===== config.mk =====
export PLATFORM = sky130hd
export DESIGN_NAME = glitchless_pwm
export DESIGN_NICKNAME = d
export VERILOG_FILES = /design/src/rtl/pwm_pkg.sv /design/src/rtl/pwm_ctrl.sv /design/src/rtl/pwm_dpath.sv /design/src/rtl/glitchless_pwm.sv
export SDC_FILE = /design/constraint.sdc
export NUM_CORES = 1
export LEC_CHECK = 0
export BUFFER_PORTS_ARGS = -buffer_cell sky130_fd_sc_hd__buf_2
export CAP_MARGIN = 25
export CELL_PAD_IN_SITES_DETAIL_PLACEMENT = 2
export CELL_PAD_IN_SITES_GLOBAL_PLACEMENT = 2
export CORE_ASPECT_RATIO = 2
export CORE_MARGIN = 3
export CORE_UTILIZATION = 37
export CTS_BUF_LIST = sky130_fd_sc_hd__clkbuf_8
export CTS_CLUSTER_DIAMETER = 120
export CTS_CLUSTER_SIZE = 20
export DETAILED_ROUTE_END_ITERATION = 16
export MAX_ROUTING_LAYER = met4
export PLACE_DENSITY_LB_ADDON = 0.1
export SETUP_SLACK_MARGIN = 0.05
export SYNTH_ARGS = -nofsm -noshare
export SYNTH_HDL_FRONTEND = slang
export SYNTH_SLANG_ARGS = --single-unit

===== constraint.sdc =====
create_clock -name clk -period 2 [get_ports clk]
set_clock_uncertainty 0.1 [all_clocks]
set_input_delay 0.2 -clock clk [delete_from_list [all_inputs] [get_ports clk]]
set_output_delay 0.2 -clock clk [all_outputs]
set_load 0.005 [all_outputs]

===== src/rtl/pwm_pkg.sv =====
package pwm_pkg;

  // Counter action selected by the {run, atPeriod} index
  typedef enum logic [1:0] {
    ACT_HOLD  = 2'd0,
    ACT_INCR  = 2'd1,
    ACT_CLEAR = 2'd2
  } cntAct_e;

  // Strobes handed from control to the datapath
  typedef struct packed {
    logic cntIncr;
    logic cntClear;
    logic outLoad;
  } pwmStrobes_t;

endpackage


===== src/rtl/pwm_ctrl.sv =====
module pwm_ctrl
  import pwm_pkg::*;
(
  input  logic        runEn,
  input  logic        atPeriod,
  output cntAct_e     action,
  output pwmStrobes_t strobes
);

  logic [1:0] actIdx;

  assign actIdx = {runEn, atPeriod};

  always_comb begin
    unique case (actIdx)
      2'b10:   action = ACT_INCR;
      2'b11:   action = ACT_CLEAR;
      default: action = ACT_HOLD;
    endcase
  end

  always_comb begin
    strobes          = '0;
    strobes.cntIncr  = (action == ACT_INCR);
    strobes.cntClear = (action == ACT_CLEAR);
    strobes.outLoad  = runEn;
  end

endmodule


===== src/rtl/pwm_dpath.sv =====
module pwm_dpath
  import pwm_pkg::*;
#(
  parameter int W = 8
) (
  input  logic         clk,
  input  logic         rst_n,
  input  pwmStrobes_t  strobes,
  input  logic         limitWe,
  input  logic [W-1:0] limitData,
  input  logic         periodWe,
  input  logic [W-1:0] periodData,
  output logic         atPeriod,
  output logic [W-1:0] cntQ,
  output logic [W-1:0] limitQ,
  output logic [W-1:0] periodQ,
  output logic         pwmQ
);

  localparam logic [W-1:0] ONE = W'(1);

  logic belowLimit;

  // Configuration registers
  always_ff @(posedge clk or negedge rst_n) begin
    if (!rst_n) begin
      limitQ  <= '0;
      periodQ <= '0;
    end else begin
      if (limitWe)  limitQ  <= limitData;
      if (periodWe) periodQ <= periodData;
    end
  end

  // Counter: wraps naturally at the top of its range
  always_ff @(posedge clk or negedge rst_n) begin
    if (!rst_n) begin
      cntQ <= '0;
    end else if (strobes.cntClear) begin
      cntQ <= '0;
    end else if (strobes.cntIncr) begin
      cntQ <= cntQ + ONE;
    end
  end

  // Compare flags work from register values only
  assign atPeriod   = (cntQ == periodQ);
  assign belowLimit = (cntQ < limitQ);

  // Registered output removes decode glitches
  always_ff @(posedge clk or negedge rst_n) begin
    if (!rst_n) begin
      pwmQ <= 1'b0;
    end else if (strobes.outLoad) begin
      pwmQ <= belowLimit;
    end
  end

endmodule


===== src/rtl/glitchless_pwm.sv =====
module glitchless_pwm
  import pwm_pkg::*;
#(
  parameter int W = 8
) (
  input  logic         clk,
  input  logic         rst_n,
  input  logic         runEn,
  input  logic         limitWe,
  input  logic [W-1:0] limitData,
  input  logic         periodWe,
  input  logic [W-1:0] periodData,
  output logic         pwm
);

  pwmStrobes_t  strobes;
  cntAct_e      action;
  logic         atPeriod;
  logic [W-1:0] cntQ;
  logic [W-1:0] limitQ;
  logic [W-1:0] periodQ;

  pwm_ctrl u_ctrl (
    .runEn    (runEn),
    .atPeriod (atPeriod),
    .action   (action),
    .strobes  (strobes)
  );

  pwm_dpath #(.W(W)) u_dpath (
    .clk        (clk),
    .rst_n      (rst_n),
    .strobes    (strobes),
    .limitWe    (limitWe),
    .limitData  (limitData),
    .periodWe   (periodWe),
    .periodData (periodData),
    .atPeriod   (atPeriod),
    .cntQ       (cntQ),
    .limitQ     (limitQ),
    .periodQ    (periodQ),
    .pwmQ       (pwm)
  );

endmodule


==> results.txt, run 1 <==
1st-iter DRT viols: 4
max_cap viols: 0
GR Util met3: 1.80%
power per cell area: 934 nW/um^2
non-filler cells, final: 192
fmax: 0.614 GHz
initial antenna violation count: 0
# IOs: 22
kind of critical path: reg -> reg
# hold bufs at CTS: 1
first-pass GRT wire length: 5040 um
final net count: 174
RSZ-0062 raised after global routing: false
worst hold slack: 0.0384 ns
Syn-to-layout area delta: 14.4%
largest net degree at the start of global routing: 26
GR Util met1: 16.3%
GRT met2 Usage: 29.3%
post-CTS setup buffers: 0
Sink Count: 25
Worst Setup End Kind: register
I/O Buffers: 21
vias in the first global route: 1097
clock buffer count from CTS: 3
critical path peak fanout: 6
Final period util: 81.4%
commonest non-fill, non-tap cell in the layout: dfrtp_1
most frequent cells in the layout: dfrtp_1, buf_2, inv_1
# setup viols final: 0
post-detailed-route count of antenna-violating nets: 0
Site Rows: 30
Leak Pwr: 0.714 nW
post-synth top area cell: dfrtp_1
DRC: 0
share of post-route cells with drive strength above 1: 25.7%
WP data arrival: 1.71 ns
root buffer cell: clkbuf_8
DR vias: 990
number of fill cells: 376
GRT Max-Usage Layer: met2
post-cts resize count: 0
Worst EP required: 2.08 ns
fin crit period: 1.63 ns
worst skew pair latency: 0.27 ns
crit start category: register
fin area: 1510 sq um
Synth area leaders: dfrtp_1, mux2_2, ha_1
status: complete, no violations
Final Hold Fails: 0
Yosys Warn Count: 0
setup tns final: 0 ns
Hold Crit Class: in -> reg
async set-or-reset flop fraction in the synthesized netlist: 100%
Die X-Extent: 48.2 um
syn avg cell area: 10.7 sq um
Final Slew Violations: 0
Final HPWL DP: 2430 um
drt first pass iters: 2
routed len/inst: 16.0 um
GR Util All Layers: 16.3%
Worst-Margin Slew: 0.590 ns
Routability Congestion: 0.788
Post-synth EDFFs: 0
Placement Cell Area: 1450 sq um
Placeable Area: 3420 sq um
Initial Util: 38.5%
top_reg_cell synth: dfrtp_1
sequential area share after synthesis: 47.5%
CTS tree: done
worst IR drop on VDD: 0.540 mV
#FFs+latches synth: 25
Netlist cell types: 30
Max-Slew Margin vs Limit: 60.6%
Reg clk slew, reported paths: 0.08 ns
PnR Total Power: 0.00141 W
Die H: 90.4 um
Yosys top cell area share: 47.5%
grt ovf: 0
Max clock buf depth: 2
Die ar.: 4350 sq um
vias per cell: 5.16
Syn Inst Count: 123
Routed WL: 3070 um
Mapped Area: 1320 sq um
Synthesized Nets: 152
number of diodes: 0
Max H-tree Level: 1
placed cells: 187
==> sequential cells by signal, indices dropped and copies added (netlist names) <==
register and cells:
u_dpath.cntQ 8, u_dpath.limitQ 8, u_dpath.pwmQ 1, u_dpath.periodQ 8
==> cell usage after synthesis, types with 2 or more instances <==
library cell,number
dfrtp_1,25
inv_1,10
nand2_1,10
o21ai_0,10
xnor2_1,10
a21oi_1,9
mux2_2,9
ha_1,8
and3_1,4
nand4_1,4
a21o_1,2
buf_2,2
nor2_1,2
o22ai_1,2
==> per-stage QoR <==
stage,worst slack (ns),utilization [%]
6_report,0.371,44.1
2_1_floorplan,0.497,-
3_5_place_dp,0.372,42.5
4_1_cts,0.349,44.1
5_1_grt,0.265,44.1
3_3_place_gp,0.449,42.5
==> cells by family after synthesis <==
group                      Yosys count  synth area share (%)
muxes                               10                  8.46
adders and majority gates            8                  7.60
and+or+nand+nor                     28                  12.5
xor gates and xnor gates            11                  7.32
buffers and inverters               15                  5.13
DFF                                 25                  47.5
AOI/OAI and AO/OA                   26                  11.5
==> power by group <==
part | switching [W] | internal (W)
Clock | 0.000160 | 0.000138
Sequential | 0.000121 | 0.000588
Combinational | 0.000203 | 0.000198
==> path summary, 6_finish.rpt <==
path | start | end | slack [ns] | cells after the start
max | u_dpath.cntQ[6] | u_dpath.pwmQ | 0.37 | 5
min | limitData[7] | u_dpath.limitQ[7] | 0.04 | 3
max reg2reg | u_dpath.cntQ[6] | u_dpath.pwmQ | 0.37 | 5
min reg2reg | u_dpath.limitQ[0] | u_dpath.limitQ[0] | 0.43 | 1
max in group asynchronous | rst_n | u_dpath.limitQ[7] | 1.04 | 2
min in group asynchronous | rst_n | u_dpath.limitQ[5] | 0.37 | 2
==> cell type report <==
| cell class | count | area [sq um] | area share [%] |
|---|---|---|---|
| Tap cell | 48 | 60.1 | 3.99 |
| Multi-Input combinational cell | 83 | 623 | 41.4 |
| Clock inverter | 1 | 3.75 | 0.249 |
| Inverter | 10 | 37.5 | 2.49 |
| Clock buffer | 3 | 41.3 | 2.74 |
| Timing Repair Buffer | 22 | 115 | 7.64 |
| Sequential cell | 25 | 626 | 41.5 |
==> metal layers <==
metal,part of all wire (%),routed length (um)
met5,0,0
met1,34,1060
met3,3.3,101
met4,1.8,55
met2,60,1850
==> critical path, stage by stage, from the launching register on <==
cell	delay, ns
dfrtp_1	0.45
ha_1	0.34
and3_1	0.17
and3_1	0.18
a21o_1	0.14
a41oi_1	0.16
Power figures use the tool's default switching activity.
==> run 2: changes to the inputs <==
clock period = 1.6 ns   (was 2 ns; I/O delays follow)
==> run 2 against run 1 <==
Net effect: via count rose by 4.7%; die area stayed put; combinational power is 88% higher; sequential cell count did not move; largest power group unchanged; total power is 42% higher; cell area grew 15%; global-route usage up 0.92 points; sequential power up 23%; non-clock buffer count increased by 11; critical path depth grew 1; first-iteration DRC count grew to 3.8 times the previous value; largest cell class is now multi-input gates; sequential share of layout area fell by 5.1 points.
==> results.txt, run 2 (same netlist as run 1, synthesis figures left out) <==
status: complete, no violations
drt first pass iters: 4
Max-Slew Margin vs Limit: 61.3%
# IOs: 22
Initial Util: 38.5%
initial antenna violation count: 0
CTS tree: done
Die ar.: 4350 sq um
Reg clk slew, reported paths: 0.09 ns
number of fill cells: 361
I/O Buffers: 21
vias in the first global route: 1160
max_cap viols: 0
non-filler cells, final: 203
number of diodes: 0
# setup viols final: 0
fin crit period: 1.51 ns
vias per cell: 5.11
Worst-Margin Slew: 0.580 ns
most frequent cells in the layout: buf_2, dfrtp_1, nand2_1
WP data arrival: 1.60 ns
clock buffer count from CTS: 3
Routability Congestion: 0.794
power per cell area: 1150 nW/um^2
Final period util: 94.6%
1st-iter DRT viols: 15
Syn-to-layout area delta: 31.5%
Routed WL: 3330 um
hold depth: 3
setup tns final: 0 ns
first-pass GRT wire length: 5330 um
top flop regs: u_dpath.cntQ x8, u_dpath.limitQ x8, u_dpath.periodQ x8
Die H: 90.4 um
Leak Pwr: 0.794 nW
GR Util All Layers: 17.2%
placed cells: 192
Final Hold Fails: 0
dpl ws: 0.0435 ns
share of post-route cells with drive strength above 1: 40.6%
Worst EP required: 1.69 ns
largest net degree at the start of global routing: 26
Die X-Extent: 48.2 um
RSZ-0062 raised after global routing: true
DRC: 0
final net count: 185
critical path peak fanout: 2
Final HPWL DP: 2470 um
root buffer cell: clkbuf_8
post-detailed-route count of antenna-violating nets: 0
crit start category: register
fmax: 0.660 GHz
Site Rows: 30
DR vias: 1037
kind of critical path: reg -> reg
R2R depth: 6
Sink Count: 25
Hold Crit Class: in -> reg
grt ovf: 0
routed len/inst: 16.4 um
Max H-tree Level: 1
Worst Setup End Kind: register
Max clock buf depth: 2
Final Slew Violations: 0
worst skew pair latency: 0.27 ns
min setup slack post-route: 0.0858 ns
worst IR drop on VDD: 0.693 mV
Placeable Area: 3420 sq um
-- run 2: changes by cell type in the layout (fill, tap and decap cells not counted), moves of 3 or more --
cell,delta
buf_4,+6
dfrtp_2,+4
dfrtp_1,-4
xnor2_1,-5
xnor2_2,+3
dlygate4sd3_1,+3
-- run 2: path summary, 6_finish.rpt --
path	start	to	slack, ns
max	u_dpath.limitQ[6]	u_dpath.pwmQ	0.09
min	limitData[4]	u_dpath.limitQ[4]	0.0007
max reg2reg	u_dpath.limitQ[6]	u_dpath.pwmQ	0.09
min reg2reg	u_dpath.limitQ[0]	u_dpath.limitQ[0]	0.44
max in group asynchronous	rst_n	u_dpath.cntQ[4]	0.66
min in group asynchronous	rst_n	u_dpath.limitQ[6]	0.32
-- run 2: cell type report --
class / instances / area, sq um / share of cell area (%)
Multi-Input combinational cell: 83 / 744 / 43.0
Clock inverter: 1 / 3.75 / 0.217
Tap cell: 48 / 60.1 / 3.47
Sequential cell: 25 / 631 / 36.4
Timing Repair Buffer: 33 / 213 / 12.3
Clock buffer: 3 / 41.3 / 2.39
Inverter: 10 / 37.5 / 2.17
-- run 2: metrics by stage --
stage	hold slack, ns	power, W	utilization, %	area, sq um
floorplan	-0.236	0.00122	-	1320
global placement	0.0886	0.00140	43.6	1490
detailed placement	0.0976	0.00146	43.6	1490
CTS	0.00136	0.00187	46.4	1590
global route	0.00889	0.00216	50.7	1730
finish	0.000688	0.00200	50.7	1730
-- run 2: routing by layer --
metal / vias up / wire length, um / GRT usage, %
met3: 7 / 96 / 1.80
met5: - / 0 / -
met1: 521 / 1110 / 17.8
met2: 21 / 2080 / 31.3
met4: 0 / 44 / 4.72
li1: 488 / - / -
-- run 2: report_power, final --
part           internal [W]  total, W  switching [W]  leakage (nW)
clock              0.000172  0.000376       0.000204        0.0269
combinational      0.000381  0.000751       0.000370         0.473
sequential         0.000741  0.000869       0.000127         0.295
total               0.00129   0.00200       0.000702         0.794
-- run 2: what timing repair did --
item / CTS / global route
buffers inserted: 0 / 3
gates resized for setup: 3 / 21
endpoints found under the hold margin: 28 / 0
hold buffers: 4 / 0
pin swaps: 2 / 5
setup endpoints to repair: 1 / 9
-- run 2: critical path: stages (launching register included) --
cell     delay (ns)
dfrtp_1        0.38
inv_2          0.08
ha_4           0.21
and3_4         0.19
and3_4         0.17
a21o_1         0.16
a41oi_2        0.15
==> run 3: changes to the inputs <==
REMOVE_ABC_BUFFERS = 1   (was not set)
==> run 3 against run 2 <==
Net effect: the flow now finishes with violations (negative hold slack); non-clock buffer count shrank 1; global-route usage shrank 0.25 points; sequential share of layout area grew 0.69 points; sequential cell count is the same; sequential power grew 2%; core utilization shrank 0.84 points; critical endpoint unchanged; register-to-register slack gained 0.03 ns.
==> results.txt, run 3 (same netlist as run 1, synthesis figures left out) <==
status: complete, but fails checks
failing checks: negative hold slack
Sink Count: 25
fin crit period: 1.48 ns
Final HPWL DP: 2370 um
Final Util: 49.8%
vias per cell: 5.12
Site Rows: 30
clock buffer count from CTS: 3
top flop regs: u_dpath.cntQ x8, u_dpath.limitQ x8, u_dpath.periodQ x8
Die X-Extent: 48.2 um
# IOs: 22
CP cell instances: ha_4 -> and3_4 -> and3_4 -> a21o_1 -> a41oi_2
Initial Util: 38.5%
Max-Slew Margin vs Limit: 60.1%
most frequent CP cell: and3_4
DR vias: 1034
power per cell area: 1120 nW/um^2
number of fill cells: 354
Final Hold Fails: 1
Reg clk slew, reported paths: 0.09 ns
WP buf/inv: 0
worst IR drop on VDD: 0.697 mV
Max stage delay on crit path: 0.46 ns
initial antenna violation count: 0
post-detailed-route count of antenna-violating nets: 0
Leak Pwr: 0.777 nW
worst skew pair latency: 0.27 ns
most frequent cells in the layout: buf_2, dfrtp_1, nand2_1
I/O Buffers: 21
CTS tree: done
commonest non-fill, non-tap cell in the layout: buf_2
Routed WL: 3250 um
share of post-route cells with drive strength above 1: 40.9%
setup tns final: 0 ns
max_cap viols: 0
first-pass GRT wire length: 5240 um
Placeable Area: 3420 sq um
Final Slew Violations: 0
worst hold slack: -0.00228 ns
root buffer cell: clkbuf_8
grt ovf: 0
WP data arrival: 1.58 ns
drt first pass iters: 2
vias in the first global route: 1151
DRC: 0
Crit-path slowest cell: dfrtp_2
final net count: 184
# setup viols final: 0
critical path peak fanout: 3
Hold Crit Class: in -> reg
Worst Setup End Kind: register
Die ar.: 4350 sq um
Worst-Margin Slew: 0.599 ns
dpl ws: 0.0200 ns
routed len/inst: 16.1 um
Worst EP required: 1.70 ns
Syn-to-layout area delta: 29.3%
placed cells: 189
Max clock buf depth: 2
min setup slack post-route: 0.117 ns
Top Family by Delay on Critical Path: flip-flops
crit start category: register
Die H: 90.4 um
kind of critical path: reg -> reg
Final period util: 92.7%
RSZ-0062 raised after global routing: false
GR Util All Layers: 17.0%
number of diodes: 0
non-filler cells, final: 202
largest net degree at the start of global routing: 26
Max H-tree Level: 1
1st-iter DRT viols: 2
fmax: 0.674 GHz
Routability Congestion: 0.789
[run 3: final timing paths]
path / start / cells after the start / endpoint / slack [ns]
setup reg to reg: u_dpath.cntQ[7] / 5 / u_dpath.pwmQ / 0.12
max in group asynchronous: rst_n / 2 / u_dpath.cntQ[4] / 0.64
hold reg to reg: u_dpath.periodQ[2] / 1 / u_dpath.periodQ[2] / 0.43
hold / removal: limitData[7] / 3 / u_dpath.limitQ[7] / -0.002
min in group asynchronous: rst_n / 2 / u_dpath.limitQ[2] / 0.33
setup / recovery: u_dpath.cntQ[7] / 5 / u_dpath.pwmQ / 0.12
[run 3: worst min-delay path, delay by kind of cell]
kind	cells	cell delay, ns
and+or+nand+nor	1	0.03
buffers and inverters	1	0.08
AOI/OAI and AO/OA	1	0.06
[run 3: metal layers]
metal  vias to the layer above  part of all wire (%)  track usage, %
li1                        484                     -               -
met1                       525                    35            16.9
met2                        20                    60            30.3
met3                         5                   2.9            2.40
met4                         0                   1.6            6.07
met5                         -                     0               -
[run 3: power by group]
| part | total (W) | internal, W | switching, W |
|---|---|---|---|
| clock network | 0.000379 | 0.000172 | 0.000207 |
| logic | 0.000634 | 0.000327 | 0.000307 |
| registers | 0.000885 | 0.000744 | 0.000142 |
| total | 0.00190 | 0.00124 | 0.000655 |
[run 3: final cells by class]
| class | count | area (sq um) | area share (%) |
|---|---|---|---|
| multi-input cells | 83 | 712 | 41.8 |
| flip-flops and latches | 25 | 632 | 37.1 |
| repair buffers | 32 | 215 | 12.6 |
| well taps | 48 | 60.1 | 3.53 |
| clock buffers | 3 | 41.3 | 2.43 |
| inverters | 10 | 37.5 | 2.21 |
| clock inverters | 1 | 3.75 | 0.221 |
[run 3: what timing repair did]
action | in CTS | in global routing
buffers inserted | 1 | 2
hold endpoints to repair | 30 | 0
hold buffers | 6 | 0
gates resized for setup | 1 | 21
pin swaps | 2 | 7
endpoints found under the setup margin | 8 | 9
[run 3: per-stage QoR]
stage	power [W]	instance area [sq um]
finish	0.00190	1700
global placement	0.00137	1470
CTS	0.00183	1580
global route	0.00205	1700
floorplan	0.00120	1290
detailed placement	0.00142	1470
